$ cat config.mk
export PLATFORM = sky130hd
export DESIGN_NAME = xpdr_regfile
export DESIGN_NICKNAME = d
export VERILOG_FILES = /design/src/rtl/xpdr_pkg.sv /design/src/rtl/xpdr_insync.sv /design/src/rtl/xpdr_irq.sv /design/src/rtl/xpdr_regfile.sv
export SDC_FILE = /design/constraint.sdc
export NUM_CORES = 1
export LEC_CHECK = 0
export CAP_MARGIN = 40
export CORE_ASPECT_RATIO = 1.1
export CORE_UTILIZATION = 45
export CTS_CLUSTER_DIAMETER = 100
export CTS_CLUSTER_SIZE = 30
export DETAILED_ROUTE_END_ITERATION = 12
export HOLD_SLACK_MARGIN = 0.06
export PLACE_DENSITY = 0.76
export RECOVER_POWER = 50
export SLEW_MARGIN = 40
export SYNTH_ARGS = -nofsm -noshare
export SYNTH_HDL_FRONTEND = slang
export SYNTH_SLANG_ARGS = --single-unit
$ cat constraint.sdc
create_clock -name clk -period 3 [get_ports clk]
set_clock_uncertainty 0.2 [all_clocks]
set_input_delay 0.75 -clock clk [delete_from_list [all_inputs] [get_ports clk]]
set_output_delay 0.75 -clock clk [all_outputs]
set_load 0.05 [all_outputs]
$ cat src/rtl/xpdr_pkg.sv
package xpdr_pkg;
  localparam int REG_CFG  = 0;
  localparam int REG_DIR  = 1;
  localparam int REG_OCFG = 2;
  localparam int REG_STAT = 3;
  localparam int REG_MASK = 4;
  localparam int REG_DATA = 5;
  localparam int REG_FAN  = 6;
  localparam int IE_BIT   = 0;
endpackage

$ cat src/rtl/xpdr_insync.sv
module xpdr_insync #(
  parameter int PIN_W  = 8,
  parameter int STAGES = 2
) (
  input  logic             clk,
  input  logic             rst,
  input  logic [PIN_W-1:0] pins_i,
  input  logic [PIN_W-1:0] dir_i,
  output logic [PIN_W-1:0] sync_o,
  output logic [PIN_W-1:0] chg_o
);
  logic [PIN_W-1:0] stg [STAGES];
  logic [PIN_W-1:0] prev_q;

  always_ff @(posedge clk) begin
    if (rst) stg[0] <= '0;
    else     stg[0] <= pins_i;
  end

  for (genvar s = 1; s < STAGES; s++) begin : g_stage
    always_ff @(posedge clk) begin
      if (rst) stg[s] <= '0;
      else     stg[s] <= stg[s-1];
    end
  end

  always_ff @(posedge clk) begin
    if (rst) prev_q <= '0;
    else     prev_q <= stg[STAGES-1];
  end

  assign sync_o = stg[STAGES-1];
  assign chg_o  = (stg[STAGES-1] ^ prev_q) & dir_i;
endmodule

$ cat src/rtl/xpdr_irq.sv
module xpdr_irq #(
  parameter int PIN_W = 8
) (
  input  logic             clk,
  input  logic             rst,
  input  logic [PIN_W-1:0] chg_i,
  input  logic             clr_rd_i,
  input  logic             ack_i,
  input  logic             ie_nx_i,
  input  logic [PIN_W-1:0] mask_nx_i,
  output logic [PIN_W-1:0] status_o,
  output logic             alert_n_o
);
  logic [PIN_W-1:0] status_q, status_nx;
  logic             arm_q, arm_nx, hit;

  always_comb begin
    status_nx = (clr_rd_i ? '0 : status_q) | chg_i;
    hit       = |(chg_i & mask_nx_i);
    arm_nx    = ((clr_rd_i || ack_i) ? 1'b0 : arm_q) | hit;
  end

  always_ff @(posedge clk) begin
    if (rst) begin
      status_q  <= '0;
      arm_q     <= 1'b0;
      alert_n_o <= 1'b1;
    end else begin
      status_q  <= status_nx;
      arm_q     <= arm_nx;
      alert_n_o <= ~(arm_nx & ie_nx_i & (|(status_nx & mask_nx_i)));
    end
  end

  assign status_o = status_q;

  AST_READ_CLEARS: assert property (@(posedge clk) disable iff (rst)
    clr_rd_i |=> status_q == $past(chg_i));
  AST_ACK_KEEPS_STATUS: assert property (@(posedge clk) disable iff (rst)
    (ack_i && !clr_rd_i) |=> status_q == ($past(status_q) | $past(chg_i)));
  AST_ACK_RELEASES: assert property (@(posedge clk) disable iff (rst)
    ((ack_i || clr_rd_i) && !(|(chg_i & mask_nx_i))) |=> alert_n_o);
  AST_REARM: assert property (@(posedge clk) disable iff (rst)
    (ie_nx_i && (|(chg_i & mask_nx_i))) |=> !alert_n_o);
endmodule

$ cat src/rtl/xpdr_regfile.sv
module xpdr_regfile #(
  parameter int PIN_W  = 8,
  parameter int ADDR_W = 8,
  parameter int STAGES = 2
) (
  input  logic              clk,
  input  logic              rst,
  input  logic              wr_en,
  input  logic              rd_en,
  input  logic [ADDR_W-1:0] addr,
  input  logic [PIN_W-1:0]  wdata,
  output logic [PIN_W-1:0]  rdata,
  input  logic [PIN_W-1:0]  pins_in,
  input  logic              ara_ack,
  output logic              alert_n,
  output logic [PIN_W-1:0]  dir_o,
  output logic [PIN_W-1:0]  outcfg_o,
  output logic [PIN_W-1:0]  data_o,
  output logic [PIN_W-1:0]  fan_o
);
  import xpdr_pkg::*;

  logic [PIN_W-1:0] cfg_q, dir_q, ocfg_q, mask_q, data_q, fan_q;
  logic [PIN_W-1:0] sync_w, chg_w, status_w, mask_nx, rd_mux;
  logic             ie_nx, clr_rd;

  function automatic logic hit_a(input logic [ADDR_W-1:0] a, input int r);
    return a == ADDR_W'(r);
  endfunction

  always_ff @(posedge clk) begin
    if (rst) begin
      cfg_q  <= '0;
      dir_q  <= '0;
      ocfg_q <= '0;
      mask_q <= '0;
      data_q <= '1;
      fan_q  <= '0;
    end else if (wr_en) begin
      if (hit_a(addr, REG_CFG))  cfg_q  <= wdata;
      if (hit_a(addr, REG_DIR))  dir_q  <= wdata;
      if (hit_a(addr, REG_OCFG)) ocfg_q <= wdata;
      if (hit_a(addr, REG_MASK)) mask_q <= wdata;
      if (hit_a(addr, REG_DATA)) data_q <= wdata;
      if (hit_a(addr, REG_FAN))  fan_q  <= wdata;
    end
  end

  always_comb begin
    ie_nx   = (wr_en && hit_a(addr, REG_CFG))  ? wdata[IE_BIT] : cfg_q[IE_BIT];
    mask_nx = (wr_en && hit_a(addr, REG_MASK)) ? wdata : mask_q;
    clr_rd  = rd_en && hit_a(addr, REG_STAT);
    rd_mux  = '0;
    if      (hit_a(addr, REG_CFG))  rd_mux = cfg_q;
    else if (hit_a(addr, REG_DIR))  rd_mux = dir_q;
    else if (hit_a(addr, REG_OCFG)) rd_mux = ocfg_q;
    else if (hit_a(addr, REG_STAT)) rd_mux = status_w;
    else if (hit_a(addr, REG_MASK)) rd_mux = mask_q;
    else if (hit_a(addr, REG_DATA)) rd_mux = (data_q & ~dir_q) | (sync_w & dir_q);
    else if (hit_a(addr, REG_FAN))  rd_mux = fan_q;
  end

  always_ff @(posedge clk) begin
    if (rst)        rdata <= '0;
    else if (rd_en) rdata <= rd_mux;
  end

  xpdr_insync #(.PIN_W(PIN_W), .STAGES(STAGES)) u_sync (
    .clk(clk), .rst(rst), .pins_i(pins_in), .dir_i(dir_q),
    .sync_o(sync_w), .chg_o(chg_w)
  );

  xpdr_irq #(.PIN_W(PIN_W)) u_irq (
    .clk(clk), .rst(rst), .chg_i(chg_w), .clr_rd_i(clr_rd), .ack_i(ara_ack),
    .ie_nx_i(ie_nx), .mask_nx_i(mask_nx), .status_o(status_w), .alert_n_o(alert_n)
  );

  assign dir_o    = dir_q;
  assign outcfg_o = ocfg_q;
  assign data_o   = data_q;
  assign fan_o    = fan_q;

  AST_ALERT_GATED: assert property (@(posedge clk) disable iff (rst)
    !alert_n |-> (cfg_q[IE_BIT] && (|(status_w & mask_q))));
  AST_RESET_VALUES: assert property (@(posedge clk)
    rst |=> (data_q == '1 && fan_q == '0 && cfg_q == '0 && alert_n && status_w == '0));
  AST_STAT_READONLY: assert property (@(posedge clk) disable iff (rst)
    (wr_en && hit_a(addr, REG_STAT) && !clr_rd) |=> status_w == ($past(status_w) | $past(chg_w)));
  AST_CHG_INPUT_ONLY: assert property (@(posedge clk) disable iff (rst)
    (chg_w & ~dir_q) == '0);
endmodule

After elaboration in Yosys (flattened, before gate mapping)
Memories as Yosys holds them, arrays and structs flattened.
Index checks and enable logic that the tools add are counted.
{"block": "totals", "elab_cells": 62, "n_memories": 1, "output_inout_bits": 41, "regBits": 74, "mem_bits_rw": 16, "input_bits": 29}
{"memory": "u_sync.stg", "words": 2, "word_bits": 8, "read_ports": 2, "rd_ports_with_merged_regs": 0, "write_ports": 2, "line": "xpdr_insync.sv:12", "text": "logic [PIN_W-1:0] stg [STAGES];"}
{"block": "classes", "mux": 16, "n_eq_ne": 6, "bitwise_logic": 15, "reduce_logical": 13}
{"operator": "2-to-1 mux 8 bit", "count": 11}
{"operator": "bitwise AND 8 bit", "count": 5}
{"operator": "equality test 8 x 3 -> 1 bit, second input constant", "count": 3}
{"operator": "equality test 8 x 2 -> 1 bit, second input constant", "count": 2}
{"operator": "bitwise OR 8 bit", "count": 2}
{"operator": "OR reduction 8 bit", "count": 2}
{"operator": "AND reduction 2 bit", "count": 6}
{"operator": "equality test 8 x 1 -> 1 bit, second input constant", "count": 1}
{"operator": "logical NOT 8 bit", "count": 1}
{"operator": "NOT 8 bit", "count": 1}
{"operator": "XOR 8 bit", "count": 1}
{"operator": "2-to-1 mux 1 bit", "count": 5}
{"operator": "logical AND 1 bit", "count": 3}
{"operator": "bitwise OR 1 bit", "count": 3}
{"operator": "bitwise AND 1 bit", "count": 2}
{"operator": "logical OR 1 bit", "count": 1}
{"operator": "NOT 1 bit", "count": 1}

Longest topological paths before layout
{"block": "logic_depth", "ltp_word": 9, "mapped_depth": 8, "depth_no_buf": 6}

By module
A second synthesis with hierarchy kept.
{"block": "hier_totals", "cells_unflattened": 407, "area_unflattened_um2": 4110.2}
{"module": "xpdr_regfile", "area_each_um2": 2850.2, "cells_per_inst": 289, "n_inst": 1, "seq_area_each_um2": 1121.1}
{"module": "xpdr_insync", "area_each_um2": 813.3, "cells_per_inst": 66, "n_inst": 1, "seq_area_each_um2": 480.5}
{"module": "xpdr_irq", "area_each_um2": 446.7, "cells_per_inst": 52, "n_inst": 1, "seq_area_each_um2": 200.2}

Least setup slack after synthesis
OpenSTA, ideal clock, no wires.
{"block": "synth_path", "path_type": "input-to-reg", "from": "input port addr[5]", "to": "register u_irq.arm_q", "setup_ns": 0.117, "cell_stages": 7, "n_path_buf": 1, "setup_slack_ns": -0.034, "arrival_time_ns": 2.718, "cell_sequence": "or4_4 > buf_6 > o31ai_4 > a21oi_2 > a2111o_1 > or4_4 > nor2b_4"}
{"block": "synth_between", "elab_chain_cells": 6, "word_cells_on_any_way": 10}
{"item": "from (decl)", "line": "xpdr_regfile.sv:10", "text": "input logic [ADDR_W-1:0] addr,"}
{"item": "equality test 8 x 3 -> 1 bit", "line": "xpdr_regfile.sv:28", "text": "return a == ADDR_W'(r);"}
{"item": "logical AND 1 bit", "line": "xpdr_regfile.sv:51", "text": "mask_nx = (wr_en && hit_a(addr, REG_MASK)) ? wdata : mask_q;"}
{"item": "2-to-1 mux 8 bit", "line": "xpdr_regfile.sv:51"}
{"item": "bitwise AND 8 bit", "line": "xpdr_irq.sv:19", "text": "hit = |(chg_i & mask_nx_i);"}
{"item": "OR reduction 8 bit", "line": "xpdr_irq.sv:19"}
{"item": "bitwise OR 1 bit *", "line": "xpdr_irq.sv:20", "text": "arm_nx = ((clr_rd_i || ack_i) ? 1'b0 : arm_q) | hit;"}
{"item": "to (signal assigned)", "line": "xpdr_irq.sv:30", "text": "arm_q <= arm_nx;"}
{"item": "to (decl)", "line": "xpdr_irq.sv:15", "text": "logic arm_q, arm_nx, hit;"}
Mark *: on every way between the ends. The rest lies on a longest branch, timed or not.
A chain may end at the register's enable or synchronous reset.

Final worst setup path
{"block": "layout_path", "from": "input port addr[4]", "to": "register u_irq.arm_q"}
Same word-level chain as after synthesis.

==> flow_summary.yaml <==
run_status:
  status: "finished, final reports clean"
worst_setup_path:
  r2r_cells: 5
  critical_path_class: "input pin to flip-flop"
  timing.rr.start: "u_sync.stg[1][3]$_SDFF_PP0_"
  cp-end-kind: "flip-flop"
  crit_arrival_ns: 3.00
  rrSetupSlack_ns: 0.99
  start_kind: "input pin"
  cp_max_fo: 5
  rr_endpoint: "u_irq.arm_q$_SDFF_PP0_"
  cp.required_ns: 3.04
global_route:
  grt_pass1_vias: 3283
  grt_max_degree: 57
  grt_util_met3: 0.0303
  use_met2: 0.399
  antenna_found_initial: 0
  busiest_layer: "met2"
  grt_use_met1: 0.323
  grt_overflow: 0
  grt_pass1_wl_mm: 17.0
  grt_usage: 0.242
place:
  finalWeightedCongestion: 0.885
  hpwl_mm: 7.90
  place_ws_ns: -0.494
  portBuffers: 69
route:
  detail-route-antenna-nets: 0
  vias: 3375
  dr.first_iter.drc_count: 215
  drc: 0
  viasPerCell: 5.29
  firstDrtPassIters: 7
  drt-total-wl_mm: 10.7
  wl_per_cell_um: 16.8
pwr:
  combPwrFrac: 0.086
  p_total_mw: 2.18
  vdd_drop_max_mv: 0.291
  switching_share: 0.246
  p_int_mw: 1.64
  seqPwrFrac: 0.559
  power_density_nw_per_um2: 413
  switchingPower_mw: 0.536
  clockPowerShare: 0.355
  leakage_nw: 2.35
sta:
  hold_viol: 0
  worst_slack_ns: 0.0420
  maxSlewViolCount: 0
  fin_hold_ws_ns: 0.239
  tightest_slew_ns: 1.01
  setup_viol: 0
  period_share: 0.986
  rsz0062_at_grt: "false"
  maxSlewHeadroom: 0.326
  period_minus_slack_ns: 2.96
  clock.fmax_mhz: 338
worst_hold_path:
  hold_path_class: "flip-flop to flip-flop"
  hp-start: "u_sync.stg[0][6]$_SDFF_PP0_"
  min_to: "u_sync.stg[1][6]$_SDFF_PP0_"
  min_path_cells: 1
synth:
  ys_ff_latch: 90
  synth_nets: 441
  syn_area_per_cell_um2: 9.53
  syn_inst: 412
  synth_edf_count: 0
  synth-warning-count: 0
  yosysSeqAreaShare: 0.459
  synth_cell_types: 52
  ys_async_sr_fraction: 0
  synth_top_flop_cell: "dfxtp_1"
  synth_area_um2: 3930
floorplan:
  coreArea_um2: 8410
  io_pins: 70
  initial_core_util: 0.467
  die_w_um: 91.0
  row_count: 35
  die_area_um2: 9100
  die_h_um: 100
clocking:
  clock-sinks: 90
  h-tree-depth: 3
  cts_root_buf: "clkbuf_8"
  cts.clk_slew.worst_paths_ns: 0.08
  cts_buffer_depth: 2
  cts_made_buffers: 9
  cts_tree: "yes"
  clkLatencyLatePin_ns: 0.36
flow_run:
  max_cap_viol_count: 0
cells_and_area:
  diodes: 0
  nets: 551
  postLayoutCoreUtil: 0.627
  syn_to_final_growth_pct: 34.3
  final_cell_mix: "90 x dfxtp_1, 58 x nor2_1, 51 x mux2i_1, 47 x buf_4, 41 x clkdlybuf4s50_1"
  nFillCells: 731
  mostFrequentLayoutCell: "dfxtp_1"
  drive_above_1_share: 0.171
per-layer routing:
metal | up-vias | routed length (um) | part of all wire
met5 | - | 0 | 0
met4 | 0 | 217 | 0.020
met3 | 17 | 499 | 0.047
met2 | 96 | 5180 | 0.48
met1 | 1586 | 4790 | 0.45
li1 | 1676 | - | -
Yosys cell counts (5+ instances only):
cell type  count  area [um^2]
dfxtp_1       90         1800
nor2_1        58          218
mux2i_1       51          510
nor2b_1       32          200
nand2_1       20         75.1
a21oi_1       19         95.1
clkbuf_1      19         71.3
o22ai_1        9         56.3
a211o_1        8         70.1
and3_1         8         50.1
xor2_1         8         70.1
nand2b_1       7         43.8
o21ai_0        7         35.0
a211oi_1       6         45.0
a21boi_0       5         37.5
critical path, stage by stage:
cell           delay [ns]
dlygate4sd2_1        0.24
or4_4                0.60
o31ai_1              0.34
a21oi_1              0.11
a2111o_1             0.29
or4_4                0.52
nor2b_4              0.14
final cells by class:
class | count | area [um^2] | share of cell area
repair buffers | 125 | 1110 | 0.211
flip-flops and latches | 90 | 1800 | 0.342
multi-input cells | 294 | 2030 | 0.385
clock buffers | 12 | 155 | 0.0294
inverters | 2 | 7.51 | 0.00142
clock inverters | 4 | 26.3 | 0.00498
well taps | 111 | 139 | 0.0263
per-stage QoR:
stage	cells	area, um^2	setup TNS, ns
finish	638	5270	0
global route	638	5270	0
CTS	638	5290	0
detailed placement	622	5100	-8.96
global placement	622	5100	-7.05
floorplan	412	3940	0
timing repair:
item | 4_1_cts | 5_1_grt
cloned | 0 | 0
pin swaps | 5 | 2
setup buffers | 0 | 0
endpoints found under the hold margin | 0 | 0
gates resized for setup | 8 | 1
hold buffers | 0 | 0
endpoints found under the setup margin | 10 | 2
cells by family (layout without fill, tap and decap cells):
| group | after synthesis | after routing | share of synthesized area |
|---|---|---|---|
| AO/OA/AOI/OAI | 80 | 80 | 0.143 |
| XOR/XNOR | 8 | 8 | 0.0179 |
| buffers and inverters | 28 | 143 | 0.0300 |
| flip-flops | 90 | 90 | 0.459 |
| multiplexers | 56 | 56 | 0.144 |
| AND/OR/NAND/NOR | 150 | 150 | 0.206 |
how the worst max path moves through the flow:
stage                             endpoint    start  slack [ns]  cells after the start
detailed placement  u_irq.arm_q$_SDFF_PP0_  addr[5]       -0.49                      7
floorplan           u_irq.arm_q$_SDFF_PP0_  addr[1]        0.01                      7
global route         fan_o[5]$_SDFFE_PP0P_  addr[0]       0.009                      9
CTS                 u_irq.arm_q$_SDFF_PP0_  addr[4]        0.02                      7
finish              u_irq.arm_q$_SDFF_PP0_  addr[4]        0.04                      7
global placement    u_irq.arm_q$_SDFF_PP0_  addr[5]       -0.41                      7
power groups by stage:
stage	clock network [mW]	registers (mW)	logic (mW)
after floorplan	0	1.25	0.0808
after global placement	0	1.24	0.187
after detailed placement	0	1.24	0.190
after CTS	0.779	1.22	0.190
after global routing	0.836	1.22	0.201
final	0.773	1.22	0.188
state kept, by name, summed over array words and instances, names as in the netlist:
name             count
u_irq.arm_q          1
u_sync.stg          16
fan_o                8
data_o               8
outcfg_o             8
u_sync.prev_q        8
cfg_q                8
mask_q               8
u_irq.status_o       8
u_irq.alert_n_o      1
dir_o                8
rdata                8
Power figures use the tool's default switching activity.
